## config.mk

```make
export PLATFORM = sky130hd
export DESIGN_NAME = rv32_harvard_core
export DESIGN_NICKNAME = d
export VERILOG_FILES = /design/src/rtl/rvc_pkg.sv /design/src/rtl/rvc_decode.sv /design/src/rtl/rvc_alu.sv /design/src/rtl/rvc_regfile.sv /design/src/rtl/rv32_harvard_core.sv
export SDC_FILE = /design/constraint.sdc
export NUM_CORES = 2
export LEC_CHECK = 0
export BUFFER_PORTS_ARGS = -buffer_cell sky130_fd_sc_hd__buf_2
export CORE_MARGIN = 4
export CORE_UTILIZATION = 35
export CTS_BUF_LIST = sky130_fd_sc_hd__clkbuf_8
export DETAILED_ROUTE_END_ITERATION = 10
export GPL_TIMING_DRIVEN = 0
export HOLD_SLACK_MARGIN = 0.05
export PLACE_DENSITY_LB_ADDON = 0.2
export SETUP_SLACK_MARGIN = 0.4
export SKIP_LAST_GASP = 1
export SYNTH_ARGS = -nofsm -noshare
export SYNTH_HDL_FRONTEND = slang
export SYNTH_SLANG_ARGS = --single-unit
```

## constraint.sdc

```tcl
create_clock -name clk -period 18.5 [get_ports clk]
set_clock_uncertainty 0.05 [all_clocks]
set_input_delay 2.775 -clock clk [delete_from_list [all_inputs] [get_ports clk]]
set_output_delay 2.775 -clock clk [all_outputs]
set_load 0.01 [all_outputs]
```

## src/rtl/rvc_pkg.sv

```systemverilog
package rvc_pkg;
  localparam int XLEN = 32;

  localparam logic [1:0] HT_IDLE   = 2'b00;
  localparam logic [1:0] HT_NONSEQ = 2'b10;

  localparam logic [6:0] OPC_OP     = 7'b0110011;
  localparam logic [6:0] OPC_OPIMM  = 7'b0010011;
  localparam logic [6:0] OPC_LUI    = 7'b0110111;
  localparam logic [6:0] OPC_AUIPC  = 7'b0010111;
  localparam logic [6:0] OPC_JAL    = 7'b1101111;
  localparam logic [6:0] OPC_JALR   = 7'b1100111;
  localparam logic [6:0] OPC_BRANCH = 7'b1100011;
  localparam logic [6:0] OPC_LOAD   = 7'b0000011;
  localparam logic [6:0] OPC_STORE  = 7'b0100011;

  typedef enum logic [3:0] {
    ALU_ADD, ALU_SUB, ALU_SLL, ALU_SLT, ALU_SLTU,
    ALU_XOR, ALU_SRL, ALU_SRA, ALU_OR, ALU_AND
  } alu_op_e;

  typedef enum logic [1:0] {ASEL_RS1, ASEL_PC, ASEL_ZERO} asel_e;

  typedef enum logic [2:0] {
    ST_BOOT, ST_FADDR, ST_FDATA, ST_DADDR, ST_DDATA, ST_HALT
  } state_e;

  typedef struct packed {
    alu_op_e         op;
    asel_e           asel;
    logic            bsel_imm;
    logic [XLEN-1:0] imm;
    logic            is_br;
    logic            is_jal;
    logic            is_jalr;
    logic            is_ld;
    logic            is_st;
    logic            wr;
    logic            bad;
    logic [4:0]      rs1;
    logic [4:0]      rs2;
    logic [4:0]      rd;
    logic [2:0]      f3;
  } dec_t;
endpackage

```

## src/rtl/rvc_decode.sv

```systemverilog
module rvc_decode import rvc_pkg::*; (
  input  logic [31:0] instr,
  output dec_t        dec
);
  function automatic alu_op_e op_of(input logic [2:0] f3, input logic alt);
    case (f3)
      3'd0:    op_of = alt ? ALU_SUB : ALU_ADD;
      3'd1:    op_of = ALU_SLL;
      3'd2:    op_of = ALU_SLT;
      3'd3:    op_of = ALU_SLTU;
      3'd4:    op_of = ALU_XOR;
      3'd5:    op_of = alt ? ALU_SRA : ALU_SRL;
      3'd6:    op_of = ALU_OR;
      default: op_of = ALU_AND;
    endcase
  endfunction

  logic [6:0]  opc, f7;
  logic [2:0]  f3;
  logic [31:0] imm_i, imm_s, imm_b, imm_u, imm_j;

  always_comb begin
    opc   = instr[6:0];
    f3    = instr[14:12];
    f7    = instr[31:25];
    imm_i = {{20{instr[31]}}, instr[31:20]};
    imm_s = {{20{instr[31]}}, instr[31:25], instr[11:7]};
    imm_b = {{19{instr[31]}}, instr[31], instr[7], instr[30:25], instr[11:8], 1'b0};
    imm_u = {instr[31:12], 12'b0};
    imm_j = {{11{instr[31]}}, instr[31], instr[19:12], instr[20], instr[30:21], 1'b0};

    dec      = '0;
    dec.op   = ALU_ADD;
    dec.asel = ASEL_RS1;
    dec.rs1  = instr[19:15];
    dec.rs2  = instr[24:20];
    dec.rd   = instr[11:7];
    dec.f3   = f3;

    case (opc)
      OPC_OP: begin
        dec.wr  = 1'b1;
        dec.op  = op_of(f3, f7[5]);
        dec.bad = !((f7 == 7'h00) || (f7 == 7'h20 && (f3 == 3'd0 || f3 == 3'd5)));
      end
      OPC_OPIMM: begin
        dec.wr       = 1'b1;
        dec.bsel_imm = 1'b1;
        dec.imm      = imm_i;
        dec.op       = op_of(f3, (f3 == 3'd5) && f7[5]);
        if (f3 == 3'd1)      dec.bad = (f7 != 7'h00);
        else if (f3 == 3'd5) dec.bad = !(f7 == 7'h00 || f7 == 7'h20);
      end
      OPC_LUI: begin
        dec.wr = 1'b1; dec.bsel_imm = 1'b1; dec.imm = imm_u; dec.asel = ASEL_ZERO;
      end
      OPC_AUIPC: begin
        dec.wr = 1'b1; dec.bsel_imm = 1'b1; dec.imm = imm_u; dec.asel = ASEL_PC;
      end
      OPC_JAL: begin
        dec.wr = 1'b1; dec.is_jal = 1'b1; dec.imm = imm_j;
      end
      OPC_JALR: begin
        dec.wr = 1'b1; dec.is_jalr = 1'b1; dec.bsel_imm = 1'b1; dec.imm = imm_i;
        dec.bad = (f3 != 3'd0);
      end
      OPC_BRANCH: begin
        dec.is_br = 1'b1; dec.imm = imm_b;
        dec.bad   = (f3 == 3'd2) || (f3 == 3'd3);
      end
      OPC_LOAD: begin
        dec.is_ld = 1'b1; dec.wr = 1'b1; dec.bsel_imm = 1'b1; dec.imm = imm_i;
        dec.bad   = (f3 != 3'b010);
      end
      OPC_STORE: begin
        dec.is_st = 1'b1; dec.bsel_imm = 1'b1; dec.imm = imm_s;
        dec.bad   = (f3 != 3'b010);
      end
      default: dec.bad = 1'b1;
    endcase
  end
endmodule

```

## src/rtl/rvc_alu.sv

```systemverilog
module rvc_alu import rvc_pkg::*; (
  input  alu_op_e         op,
  input  logic [XLEN-1:0] a,
  input  logic [XLEN-1:0] b,
  input  logic [2:0]      cmp_f3,
  input  logic [XLEN-1:0] ca,
  input  logic [XLEN-1:0] cb,
  output logic [XLEN-1:0] y,
  output logic            take
);
  logic [4:0] sh;
  logic       base;

  always_comb begin
    sh = b[4:0];
    case (op)
      ALU_ADD:  y = a + b;
      ALU_SUB:  y = a - b;
      ALU_SLL:  y = a << sh;
      ALU_SLT:  y = {{(XLEN-1){1'b0}}, $signed(a) < $signed(b)};
      ALU_SLTU: y = {{(XLEN-1){1'b0}}, a < b};
      ALU_XOR:  y = a ^ b;
      ALU_SRL:  y = a >> sh;
      ALU_SRA:  y = $unsigned($signed(a) >>> sh);
      ALU_OR:   y = a | b;
      default:  y = a & b;
    endcase
  end

  always_comb begin
    case (cmp_f3[2:1])
      2'b00:   base = (ca == cb);
      2'b10:   base = $signed(ca) < $signed(cb);
      2'b11:   base = ca < cb;
      default: base = 1'b0;
    endcase
    take = base ^ cmp_f3[0];
  end
endmodule

```

## src/rtl/rvc_regfile.sv

```systemverilog
module rvc_regfile import rvc_pkg::*; #(
  parameter int NREG = 32,
  localparam int AW = $clog2(NREG)
) (
  input  logic            clk,
  input  logic            rst_n,
  input  logic            we,
  input  logic [AW-1:0]   wa,
  input  logic [XLEN-1:0] wd,
  input  logic [AW-1:0]   ra1,
  output logic [XLEN-1:0] rd1,
  input  logic [AW-1:0]   ra2,
  output logic [XLEN-1:0] rd2
);
  logic [XLEN-1:0] regs [NREG];

  for (genvar g = 0; g < NREG; g++) begin : g_reg
    if (g == 0) begin : g_zero
      assign regs[g] = '0;
    end else begin : g_live
      logic [XLEN-1:0] q;
      always_ff @(posedge clk or negedge rst_n) begin
        if (!rst_n)                       q <= '0;
        else if (we && wa == AW'(g))      q <= wd;
      end
      assign regs[g] = q;
    end
  end

  assign rd1 = regs[ra1];
  assign rd2 = regs[ra2];
endmodule

```

## src/rtl/rv32_harvard_core.sv

```systemverilog
module rv32_harvard_core import rvc_pkg::*; #(
  parameter logic [31:0] RESET_PC = 32'h0000_0000,
  parameter int          NREG     = 32
) (
  input  logic        clk,
  input  logic        rst_n,
  output logic [31:0] ibus_haddr,
  output logic [1:0]  ibus_htrans,
  input  logic        ibus_hready,
  input  logic [31:0] ibus_hrdata,
  output logic [31:0] dbus_haddr,
  output logic [1:0]  dbus_htrans,
  output logic        dbus_hwrite,
  output logic [31:0] dbus_hwdata,
  input  logic        dbus_hready,
  input  logic [31:0] dbus_hrdata,
  output logic        halted
);
  localparam int AW = $clog2(NREG);

  state_e          state_q;
  logic [XLEN-1:0] pc_q, addr_q, wdata_q;
  logic [4:0]      rd_q;
  logic            st_q;

  dec_t            dec;
  logic [XLEN-1:0] rs1v, rs2v, opa, opb, alu_y;
  logic [XLEN-1:0] link, br_tgt, tgt, next_pc;
  logic            take, redirect, is_mem, fault, fire, mem_done;
  logic            rf_we;
  logic [4:0]      rf_wa;
  logic [XLEN-1:0] rf_wd;

  rvc_decode u_dec (.instr(ibus_hrdata), .dec(dec));

  rvc_regfile #(.NREG(NREG)) u_rf (
    .clk(clk), .rst_n(rst_n),
    .we(rf_we), .wa(rf_wa[AW-1:0]), .wd(rf_wd),
    .ra1(dec.rs1[AW-1:0]), .rd1(rs1v),
    .ra2(dec.rs2[AW-1:0]), .rd2(rs2v)
  );

  always_comb begin
    case (dec.asel)
      ASEL_PC:   opa = pc_q;
      ASEL_ZERO: opa = '0;
      default:   opa = rs1v;
    endcase
    opb = dec.bsel_imm ? dec.imm : rs2v;
  end

  rvc_alu u_alu (
    .op(dec.op), .a(opa), .b(opb),
    .cmp_f3(dec.f3), .ca(rs1v), .cb(rs2v),
    .y(alu_y), .take(take)
  );

  always_comb begin
    link     = pc_q + 32'd4;
    br_tgt   = pc_q + dec.imm;
    redirect = dec.is_jal | dec.is_jalr | (dec.is_br & take);
    tgt      = dec.is_jalr ? {alu_y[XLEN-1:1], 1'b0} : br_tgt;
    next_pc  = redirect ? tgt : link;
    is_mem   = dec.is_ld | dec.is_st;
    fault    = dec.bad | (is_mem & (|alu_y[1:0])) | (redirect & (|tgt[1:0]));
    fire     = (state_q == ST_FDATA) && ibus_hready;
    mem_done = (state_q == ST_DDATA) && dbus_hready;

    if (state_q == ST_DDATA) begin
      rf_we = mem_done && !st_q && (rd_q != 5'd0);
      rf_wa = rd_q;
      rf_wd = dbus_hrdata;
    end else begin
      rf_we = fire && !fault && !is_mem && dec.wr && (dec.rd != 5'd0);
      rf_wa = dec.rd;
      rf_wd = (dec.is_jal | dec.is_jalr) ? link : alu_y;
    end
  end

  always_ff @(posedge clk or negedge rst_n) begin
    if (!rst_n) begin
      state_q <= ST_BOOT;
      pc_q    <= RESET_PC;
      addr_q  <= '0;
      wdata_q <= '0;
      rd_q    <= '0;
      st_q    <= 1'b0;
    end else begin
      case (state_q)
        ST_BOOT:  state_q <= ST_FADDR;
        ST_FADDR: if (ibus_hready) state_q <= ST_FDATA;
        ST_FDATA: if (fire) begin
          if (fault) begin
            state_q <= ST_HALT;
          end else if (is_mem) begin
            addr_q  <= alu_y;
            wdata_q <= rs2v;
            rd_q    <= dec.rd;
            st_q    <= dec.is_st;
            state_q <= ST_DADDR;
          end else begin
            pc_q    <= next_pc;
            state_q <= ST_FADDR;
          end
        end
        ST_DADDR: if (dbus_hready) state_q <= ST_DDATA;
        ST_DDATA: if (mem_done) begin
          pc_q    <= link;
          state_q <= ST_FADDR;
        end
        default:  state_q <= ST_HALT;
      endcase
    end
  end

  assign ibus_htrans = (state_q == ST_FADDR) ? HT_NONSEQ : HT_IDLE;
  assign ibus_haddr  = pc_q;
  assign dbus_htrans = (state_q == ST_DADDR) ? HT_NONSEQ : HT_IDLE;
  assign dbus_haddr  = addr_q;
  assign dbus_hwrite = st_q;
  assign dbus_hwdata = wdata_q;
  assign halted      = (state_q == ST_HALT);

  assert_fetch_aligned_R11: assert property (@(posedge clk) disable iff (!rst_n)
    (ibus_htrans == HT_NONSEQ) |-> (ibus_haddr[1:0] == 2'b00));

  assert_data_aligned_R11: assert property (@(posedge clk) disable iff (!rst_n)
    (dbus_htrans == HT_NONSEQ) |-> (dbus_haddr[1:0] == 2'b00));

  assert_one_port_R8: assert property (@(posedge clk) disable iff (!rst_n)
    !((ibus_htrans != HT_IDLE) && (dbus_htrans != HT_IDLE)));

  assert_halt_sticky_R10: assert property (@(posedge clk) disable iff (!rst_n)
    halted |=> halted);

  assert_halt_silent_R10: assert property (@(posedge clk) disable iff (!rst_n)
    halted |-> (ibus_htrans == HT_IDLE && dbus_htrans == HT_IDLE));

  assert_fetch_hold_R9: assert property (@(posedge clk) disable iff (!rst_n)
    (ibus_htrans == HT_NONSEQ && !ibus_hready) |=>
      (ibus_htrans == HT_NONSEQ && $stable(ibus_haddr)));

  assert_data_hold_R9: assert property (@(posedge clk) disable iff (!rst_n)
    (dbus_htrans == HT_NONSEQ && !dbus_hready) |=>
      (dbus_htrans == HT_NONSEQ && $stable(dbus_haddr) && $stable(dbus_hwrite)));

  assert_wdata_hold_R9: assert property (@(posedge clk) disable iff (!rst_n)
    (state_q == ST_DDATA && !dbus_hready) |=> $stable(dbus_hwdata));
endmodule

```

Word level (Yosys, flattened, before mapping)
Cells that the tools add are included.
{"block": "word_totals", "word_cells": 257, "input_bits": 68, "rom_bits": 0, "ramBits": 0, "regBits": 1097, "mem_count": 0, "out_inout_bits": 102, "latchBits": 0}
{"block": "classes", "n_div": 0, "bitwise": 15, "order_cmp": 6, "n_addsub": 4, "shift": 3, "n_eq_ne": 72, "mul": 0, "reduce_logical": 71, "n_mux": 49}
{"operator": "$mux W32", "count": 13}
{"operator": "$bmux W32 S5", "count": 2}
{"operator": "$pmux W32 S9", "count": 1}
{"operator": "$pmux W32 S5", "count": 1}
{"operator": "$lt A32 B32 Y1", "count": 4}
{"operator": "$pmux W32 S2", "count": 2}
{"operator": "$eq A5 B5 Y1 const B", "count": 16}
{"operator": "$add A32 B32 Y32", "count": 2}
{"operator": "$pmux W4 S7", "count": 2}
{"operator": "$logic_and A1 B1 Y1", "count": 41}
{"operator": "$eq A5 B4 Y1 const B", "count": 8}
{"operator": "$add A32 B3 Y32 const B", "count": 1}
{"operator": "$and A32 B32 Y32", "count": 1}
{"operator": "$eq A32 B32 Y1", "count": 1}
{"operator": "$or A32 B32 Y32", "count": 1}
{"operator": "$shl A32 B5 Y32", "count": 1}
{"operator": "$shr A32 B5 Y32", "count": 1}
{"operator": "$sshr A32 B5 Y32", "count": 1}
{"operator": "$sub A32 B32 Y32", "count": 1}
{"operator": "$xor A32 B32 Y32", "count": 1}
{"operator": "$eq A7 B6 Y1 const B", "count": 4}
{"operator": "$eq A7 B7 Y1 const B", "count": 3}
{"operator": "$eq A5 B3 Y1 const B", "count": 4}
{"operator": "$eq A4 B3 Y1 const B", "count": 4}
{"operator": "45 further kinds", "count": 104}

Depth between registers and ports, before layout
{"block": "logic_depth", "word_depth": 18, "ltp_mapped": 31, "depth_no_buf": 25}

Modules after synthesis
A second synthesis with hierarchy kept.
{"block": "unflattened", "hier_cells": 6123, "hier_area_um2": 72109.2}
{"mod": "rvc_regfile", "cells_per_inst": 3639, "seq_area_each_um2": 24823.8, "area_each_um2": 53262.3, "n_inst": 1}
{"mod": "rvc_alu", "cells_per_inst": 1380, "seq_area_each_um2": 0.0, "area_each_um2": 9547.9, "n_inst": 1}
{"mod": "rv32_harvard_core", "cells_per_inst": 964, "seq_area_each_um2": 2627.5, "area_each_um2": 8380.5, "n_inst": 1}
{"mod": "rvc_decode", "cells_per_inst": 140, "seq_area_each_um2": 0.0, "area_each_um2": 918.4, "n_inst": 1}

Least setup slack after synthesis
No wires, ideal clock.
{"block": "synth_timing", "path_type": "in2reg", "from": "input ibus_hrdata[20]", "to": "register u_rf.g_reg[18].g_live.q[10]", "setup_time_ns": 0.134, "path_slack_ns": 8.858, "n_path_buf": 11, "required_time_ns": 18.316, "t_arrival_ns": 9.458, "stages": 28, "cell_sequence": "buf_4 -> buf_6 -> buf_4 -> buf_2 -> clkbuf_1 -> clkbuf_1 -> buf_1 -> mux4_2 -> mux4_2 -> mux2i_1 -> ha_1 -> a21o_1 -> a21o_1 -> a221oi_1 -> o211ai_1 -> a2111o_1 -> a21o_1 -> a41oi_1 -> nand3_1 -> nor4_1 -> or2_2 -> clkbuf_1 -> clkbuf_1 -> nand2_1 -> clkbuf_1 -> clkbuf_1 -> nand2_1 -> o21ai_0"}
{"block": "synth_via", "elab_chain_len": 18, "elab_cells_between_ends": 41, "cone_classes": "add/sub: 3; order compare: 4; eq/ne: 1; shift: 3; mux: 11; bitwise: 11; reduce/logical: 8"}
{"element": "from (decl)", "line_no": "rv32_harvard_core.sv:10", "rtl": "input logic [31:0] ibus_hrdata,"}
{"element": "$not A5 Y6 (implied by the code)", "line_no": "rvc_regfile.sv:31", "rtl": "assign rd2 = regs[ra2];"}
{"element": "$bmux W32 S5", "line_no": "rvc_regfile.sv:31"}
{"element": "$mux W32 (implied by the code) (2 in a row)", "line_no": "rvc_regfile.sv:31"}
{"element": "$mux W32, or another cell as far along", "line_no": "rv32_harvard_core.sv:49", "rtl": "opb = dec.bsel_imm ? dec.imm : rs2v;"}
{"element": "$sub A32 B32 Y32, or another cell as far along", "line_no": "rvc_alu.sv:18", "rtl": "ALU_SUB: y = a - b;"}
{"element": "$pmux W32 S9 / $xor A1 B1 Y1 (equally long branches)", "line_no": "rvc_alu.sv:16, rvc_alu.sv:37"}
{"element": "$reduce_or A2 Y1, or another cell as far along", "line_no": "rv32_harvard_core.sv:65", "rtl": "fault = dec.bad | (is_mem & (|alu_y[1:0])) | (redirect & (|tgt[1:0]));"}
{"element": "$and A1 B1 Y1, or another cell as far along", "line_no": "rv32_harvard_core.sv:65"}
{"element": "$or A1 B1 Y1 / $and A1 B1 Y1 (equally long branches)", "line_no": "rv32_harvard_core.sv:65"}
{"element": "$or A1 B1 Y1", "line_no": "rv32_harvard_core.sv:65"}
{"element": "$logic_not A1 Y1", "line_no": "rv32_harvard_core.sv:74", "rtl": "rf_we = fire && !fault && !is_mem && dec.wr && (dec.rd != 5'd0);"}
{"element": "$logic_and A1 B1 Y1 (4 in a row)", "line_no": "rv32_harvard_core.sv:74"}
{"element": "$mux W1", "line_no": "rv32_harvard_core.sv:69", "rtl": "if (state_q == ST_DDATA) begin"}
{"element": "$logic_and A1 B1 Y1", "line_no": "rvc_regfile.sv:24", "rtl": "else if (we && wa == AW'(g)) q <= wd;"}
{"element": "to (signal assigned)", "line_no": "rvc_regfile.sv:24"}
{"element": "to (decl)", "line_no": "rvc_regfile.sv:21", "rtl": "logic [XLEN-1:0] q;"}
Several ways; a longest one is shown, not always the timed one. The select of a mux whose other input is x is not followed.
A chain may end at the register's enable or synchronous reset.

Worst setup path in the final report
{"block": "layout_timing", "from": "input ibus_hrdata[21]", "to": "register u_rf.g_reg[21].g_live.q[19]"}
{"block": "layout_via", "elab_chain_len": 18, "elab_cells_between_ends": 41, "cone_classes": "add/sub: 3; order compare: 4; eq/ne: 1; shift: 3; mux: 11; bitwise: 11; reduce/logical: 8"}
{"element": "$not A5 Y6 (implied by the code)", "line_no": "rvc_regfile.sv:31"}
{"element": "$bmux W32 S5", "line_no": "rvc_regfile.sv:31"}
{"element": "$mux W32 (implied by the code) (2 in a row)", "line_no": "rvc_regfile.sv:31"}
{"element": "$mux W32, or another cell as far along", "line_no": "rv32_harvard_core.sv:49"}
{"element": "$sub A32 B32 Y32, or another cell as far along", "line_no": "rvc_alu.sv:18"}
{"element": "$pmux W32 S9 / $xor A1 B1 Y1 (equally long branches)", "line_no": "rvc_alu.sv:16, rvc_alu.sv:37"}
{"element": "$reduce_or A2 Y1, or another cell as far along", "line_no": "rv32_harvard_core.sv:65"}
{"element": "$and A1 B1 Y1, or another cell as far along", "line_no": "rv32_harvard_core.sv:65"}
{"element": "$or A1 B1 Y1 / $and A1 B1 Y1 (equally long branches)", "line_no": "rv32_harvard_core.sv:65"}
{"element": "$or A1 B1 Y1", "line_no": "rv32_harvard_core.sv:65"}
{"element": "$logic_not A1 Y1", "line_no": "rv32_harvard_core.sv:74"}
{"element": "$logic_and A1 B1 Y1 (4 in a row)", "line_no": "rv32_harvard_core.sv:74"}
{"element": "$mux W1", "line_no": "rv32_harvard_core.sv:69"}
{"element": "$logic_and A1 B1 Y1", "line_no": "rvc_regfile.sv:24"}
{"element": "to (signal assigned)", "line_no": "rvc_regfile.sv:24"}
{"element": "to (decl)", "line_no": "rvc_regfile.sv:21"}
Several ways; a longest one is shown, not always the timed one. The select of a mux whose other input is x is not followed.

==> results.json <==
{
  "relSlewSlack_pct": -14.21,
  "setup_viol": 0,
  "io_pins": 170,
  "power_density_nw_per_um2": 84.63,
  "clock.fmax_mhz": 65.69,
  "clock-sinks": 1097,
  "path_class": "primary input to register",
  "core_area_sq_um": 200300,
  "worstReg2RegStart": "u_rf.g_reg[19].g_live.q[3]",
  "whs_path_depth": 1,
  "nets": 7829,
  "grt_first_pass_wirelength_mm": 680.4,
  "maxSlewViolCount": 527,
  "wl_mm": 527.6,
  "area_delta_synth_final_pct": 13.54,
  "setup-tns-final_ns": 0,
  "switching_power_w": 0.002686,
  "fin_ws_ns": 3.277,
  "internal_power_w": 0.004100,
  "p_leak_nw": 35.02,
  "yosys_warnings": 0,
  "cp_max_fo": 10,
  "drt-pass1-iter-count": 9,
  "cts.repair.resized": 0,
  "drive_gt1_share_pct": 18.88,
  "grt_usage_pct": 49.17,
  "gp_congestion": 1.072,
  "synth_edf_count": 0,
  "syn_inst": 7192,
  "seq_area_frac_synth_pct": 38.88,
  "ff2ff_path_depth": 24,
  "comb_power_share_pct": 25.3,
  "peakVddDrop_mv": 0.07107,
  "portBuffers": 157,
  "post-route-min-period_ns": 15.22,
  "cp-end-kind": "register",
  "vias": 73040,
  "synthFlopType": "dfrtp_1",
  "hold_path_class": "register to register",
  "status": "complete, but fails checks",
  "synth_top_cell_by_area": "dfrtp_1",
  "clock_latency_ns": 1.05,
  "start_util_pct": 35.26,
  "timing.final.crit_share_pct": 82.29,
  "grt_max_degree": 156,
  "clk_path_buf_depth": 3,
  "rsz0062_at_grt": "false",
  "cts_root_buffer": "clkbuf_8",
  "cts_buffers": 199,
  "ys_top_cells_by_area": "dfrtp_1 (39%), mux4_2 (14%), o21ai_0 (5.7%)",
  "die_w_microns": 457.2,
  "antenna_left": 0,
  "cts_tree": "yes",
  "postCtsHoldBufs": 0,
  "fp.dieArea_sq_um": 209000,
  "crit-reg2reg-capture": "u_rf.g_reg[1].g_live.q[26]",
  "critPathLaunchType": "primary input",
  "rows": 164,
  "syn_area_per_cell_sq_um": 9.818,
  "yosysTopAreaCellShare_pct": 38.88,
  "min_to": "dbus_haddr[0]",
  "nFillCells": 20310,
  "worstMarginPinSlew_ns": 1.713,
  "p_sw_share_pct": 39.58,
  "drc": 0,
  "synth_cell_type_count": 108,
  "dpl.hpwl_mm": 399.3,
  "pre_cts_ws_ns": 2.912,
  "grt_pass1_vias": 69010,
  "routedWlPerCell_microns": 50.42,
  "viasPerCell": 6.979,
  "synth.cells.most_frequent": "dfrtp_1 (1097), nand2_1 (945), o21ai_0 (804), nor2_1 (495), clkbuf_1 (443)",
  "clk_pin_slew_ns": 0.07,
  "r2r_slack_ns": 7.46,
  "crit_arrival_ns": 15.98,
  "synth-seq-cells": 1097,
  "p_seq_share_pct": 36.5,
  "worstHoldStart": "dbus_haddr[0]",
  "drtIter0Drc": 11350,
  "postCtsSetupRepairBufs": 0,
  "hold_viol": 0,
  "cp.required_ns": 19.26,
  "antenna_found_initial": 69,
  "gr-total-overflow": 0,
  "violations": "capacitance limit, slew limit",
  "die_h_microns": 457.2,
  "htree_levels": 4,
  "synth-async-reset-ratio_pct": 100.0,
  "maxCapViolCount": 61,
  "syn_area_sq_um": 70610,
  "yosysMostFrequentCell": "dfrtp_1",
  "p_clk_share_pct": 38.2
}
stage by stage:
| step | area, sq um | power [W] | utilization, % | std cells | hold slack, ns |
|---|---|---|---|---|---|
| floorplan | 70620 | 0.003197 | - | 7193 | 0.4095 |
| global placement | 74730 | 0.004123 | 37.31 | 10010 | 0.4207 |
| detailed placement | 75620 | 0.004124 | 37.76 | 10040 | 0.4185 |
| CTS | 79930 | 0.006656 | 39.91 | 10400 | 0.4349 |
| global route | 80060 | 0.006854 | 39.98 | 10420 | 0.4391 |
| finish | 80180 | 0.006785 | 40.03 | 10470 | 0.4261 |
layer usage:
metal / share of wire [%] / GRT usage (%) / vias to the layer above
met5: 0.050 / 0.9644 / -
met4: 13 / 50.35 / 24
met3: 12 / 17.66 / 2221
met2: 42 / 71.95 / 6312
met1: 33 / 53.83 / 37070
li1: - / - / 27410
worst max path at each step:
stage,start,end,slack (ns)
2_1_floorplan,ibus_hrdata[20],u_rf.g_reg[18].g_live.q[10],8.86
3_3_place_gp,rst_n,u_rf.g_reg[19].g_live.q[2],-10.91
3_5_place_dp,ibus_hrdata[21],u_rf.g_reg[9].g_live.q[19],2.91
4_1_cts,ibus_hrdata[21],u_rf.g_reg[16].g_live.q[19],3.93
5_1_grt,ibus_hrdata[21],u_rf.g_reg[2].g_live.q[19],3.95
6_report,ibus_hrdata[21],u_rf.g_reg[21].g_live.q[19],3.28
area by class of cell:
class	instances	area [sq um]	share of cell area [%]
Clock buffer	259	3565	4.446
Sequential cell	1097	27450	34.24
Clock inverter	94	739.5	0.9223
Inverter	193	729.5	0.9098
Antenna cell	62	155.1	0.1935
Buffer	641	2907	3.625
Timing Repair Buffer	201	1496	1.866
Tap cell	2656	3323	4.145
Multi-Input combinational cell	5262	39810	49.65
sequential cells by signal, summed over array words and instances (netlist names):
| register | flops |
|---|---|
| u_rf.g.g_live.q | 992 |
| dbus_hwrite | 1 |
| dbus_haddr | 32 |
| ibus_haddr | 32 |
| state_q | 3 |
| rd_q | 5 |
| dbus_hwdata | 32 |
cell usage in the layout, fill, tap and decap left out, types with 26 or more instances in the layout:
| cell | Yosys | final |
|---|---|---|
| buf_4 | 22 | 28 |
| and3_1 | 32 | 32 |
| xnor2_1 | 48 | 48 |
| nand4_1 | 50 | 50 |
| mux2_2 | 185 | 185 |
| inv_1 | 185 | 241 |
| a221o_1 | 28 | 28 |
| diode_2 | 0 | 62 |
| a21oi_1 | 428 | 426 |
| o21ai_1 | 71 | 72 |
| buf_6 | 21 | 33 |
| clkbuf_1 | 443 | 398 |
| a211oi_1 | 31 | 29 |
| o21ai_0 | 804 | 803 |
| clkbuf_8 | 0 | 259 |
| o31ai_1 | 35 | 34 |
| a22o_1 | 45 | 45 |
| mux2_4 | 26 | 26 |
| buf_2 | 93 | 278 |
| nor2b_1 | 44 | 44 |
| xor2_1 | 26 | 26 |
| nor2_1 | 495 | 488 |
| a31oi_1 | 55 | 52 |
| clkbuf_2 | 5 | 52 |
| o21bai_1 | 29 | 29 |
| dfrtp_1 | 1097 | 1097 |
| ha_1 | 163 | 163 |
| nand2b_1 | 40 | 40 |
| mux2i_1 | 325 | 317 |
| mux4_2 | 433 | 433 |
| o22ai_1 | 61 | 61 |
| o211ai_1 | 50 | 50 |
| a22oi_1 | 138 | 138 |
| nand2_1 | 945 | 945 |
| o21a_1 | 38 | 38 |
| nand3_1 | 136 | 136 |
| nor3_1 | 64 | 63 |
| a21o_1 | 54 | 54 |
| a221oi_1 | 38 | 37 |
| or3_1 | 26 | 26 |
worst max-delay path, cell delays in order:
cell	delay [ns]
buf_2	0.16
buf_2	0.43
buf_2	0.47
clkbuf_1	0.71
clkbuf_1	0.75
clkbuf_1	1.17
mux4_2	0.45
mux4_2	0.47
mux2i_1	0.92
nand2_1	0.12
o21a_1	0.32
ha_1	0.36
clkbuf_1	0.34
nor3_1	1.01
o2111ai_2	0.82
a311oi_1	0.83
o21ai_0	0.23
mux2_2	0.33
a22oi_1	0.19
o311ai_1	0.14
o22ai_1	1.02
a211oi_1	0.36
a21oi_1	0.79
clkbuf_1	0.56
o21ai_0	0.20
power by group through the flow:
stage,combinational (W),sequential [W],clock (W)
finish,0.00172,0.00248,0.00259
global route,0.00170,0.00248,0.00268
CTS,0.00161,0.00247,0.00257
detailed placement,0.00161,0.00252,0
global placement,0.00160,0.00252,0
floorplan,0.000700,0.00250,0
logic make-up after synthesis:
kind of cell | synth area share, %
muxes | 21.96
adders and majority gates | 2.973
and+or+nand+nor | 12.01
other | 0.005311
AOI/OAI and AO/OA | 18.24
buffers and inverters | 5.016
DFF | 38.88
xor gates and xnor gates | 0.9179
No activity file was read; power rests on OpenSTA's default activity.
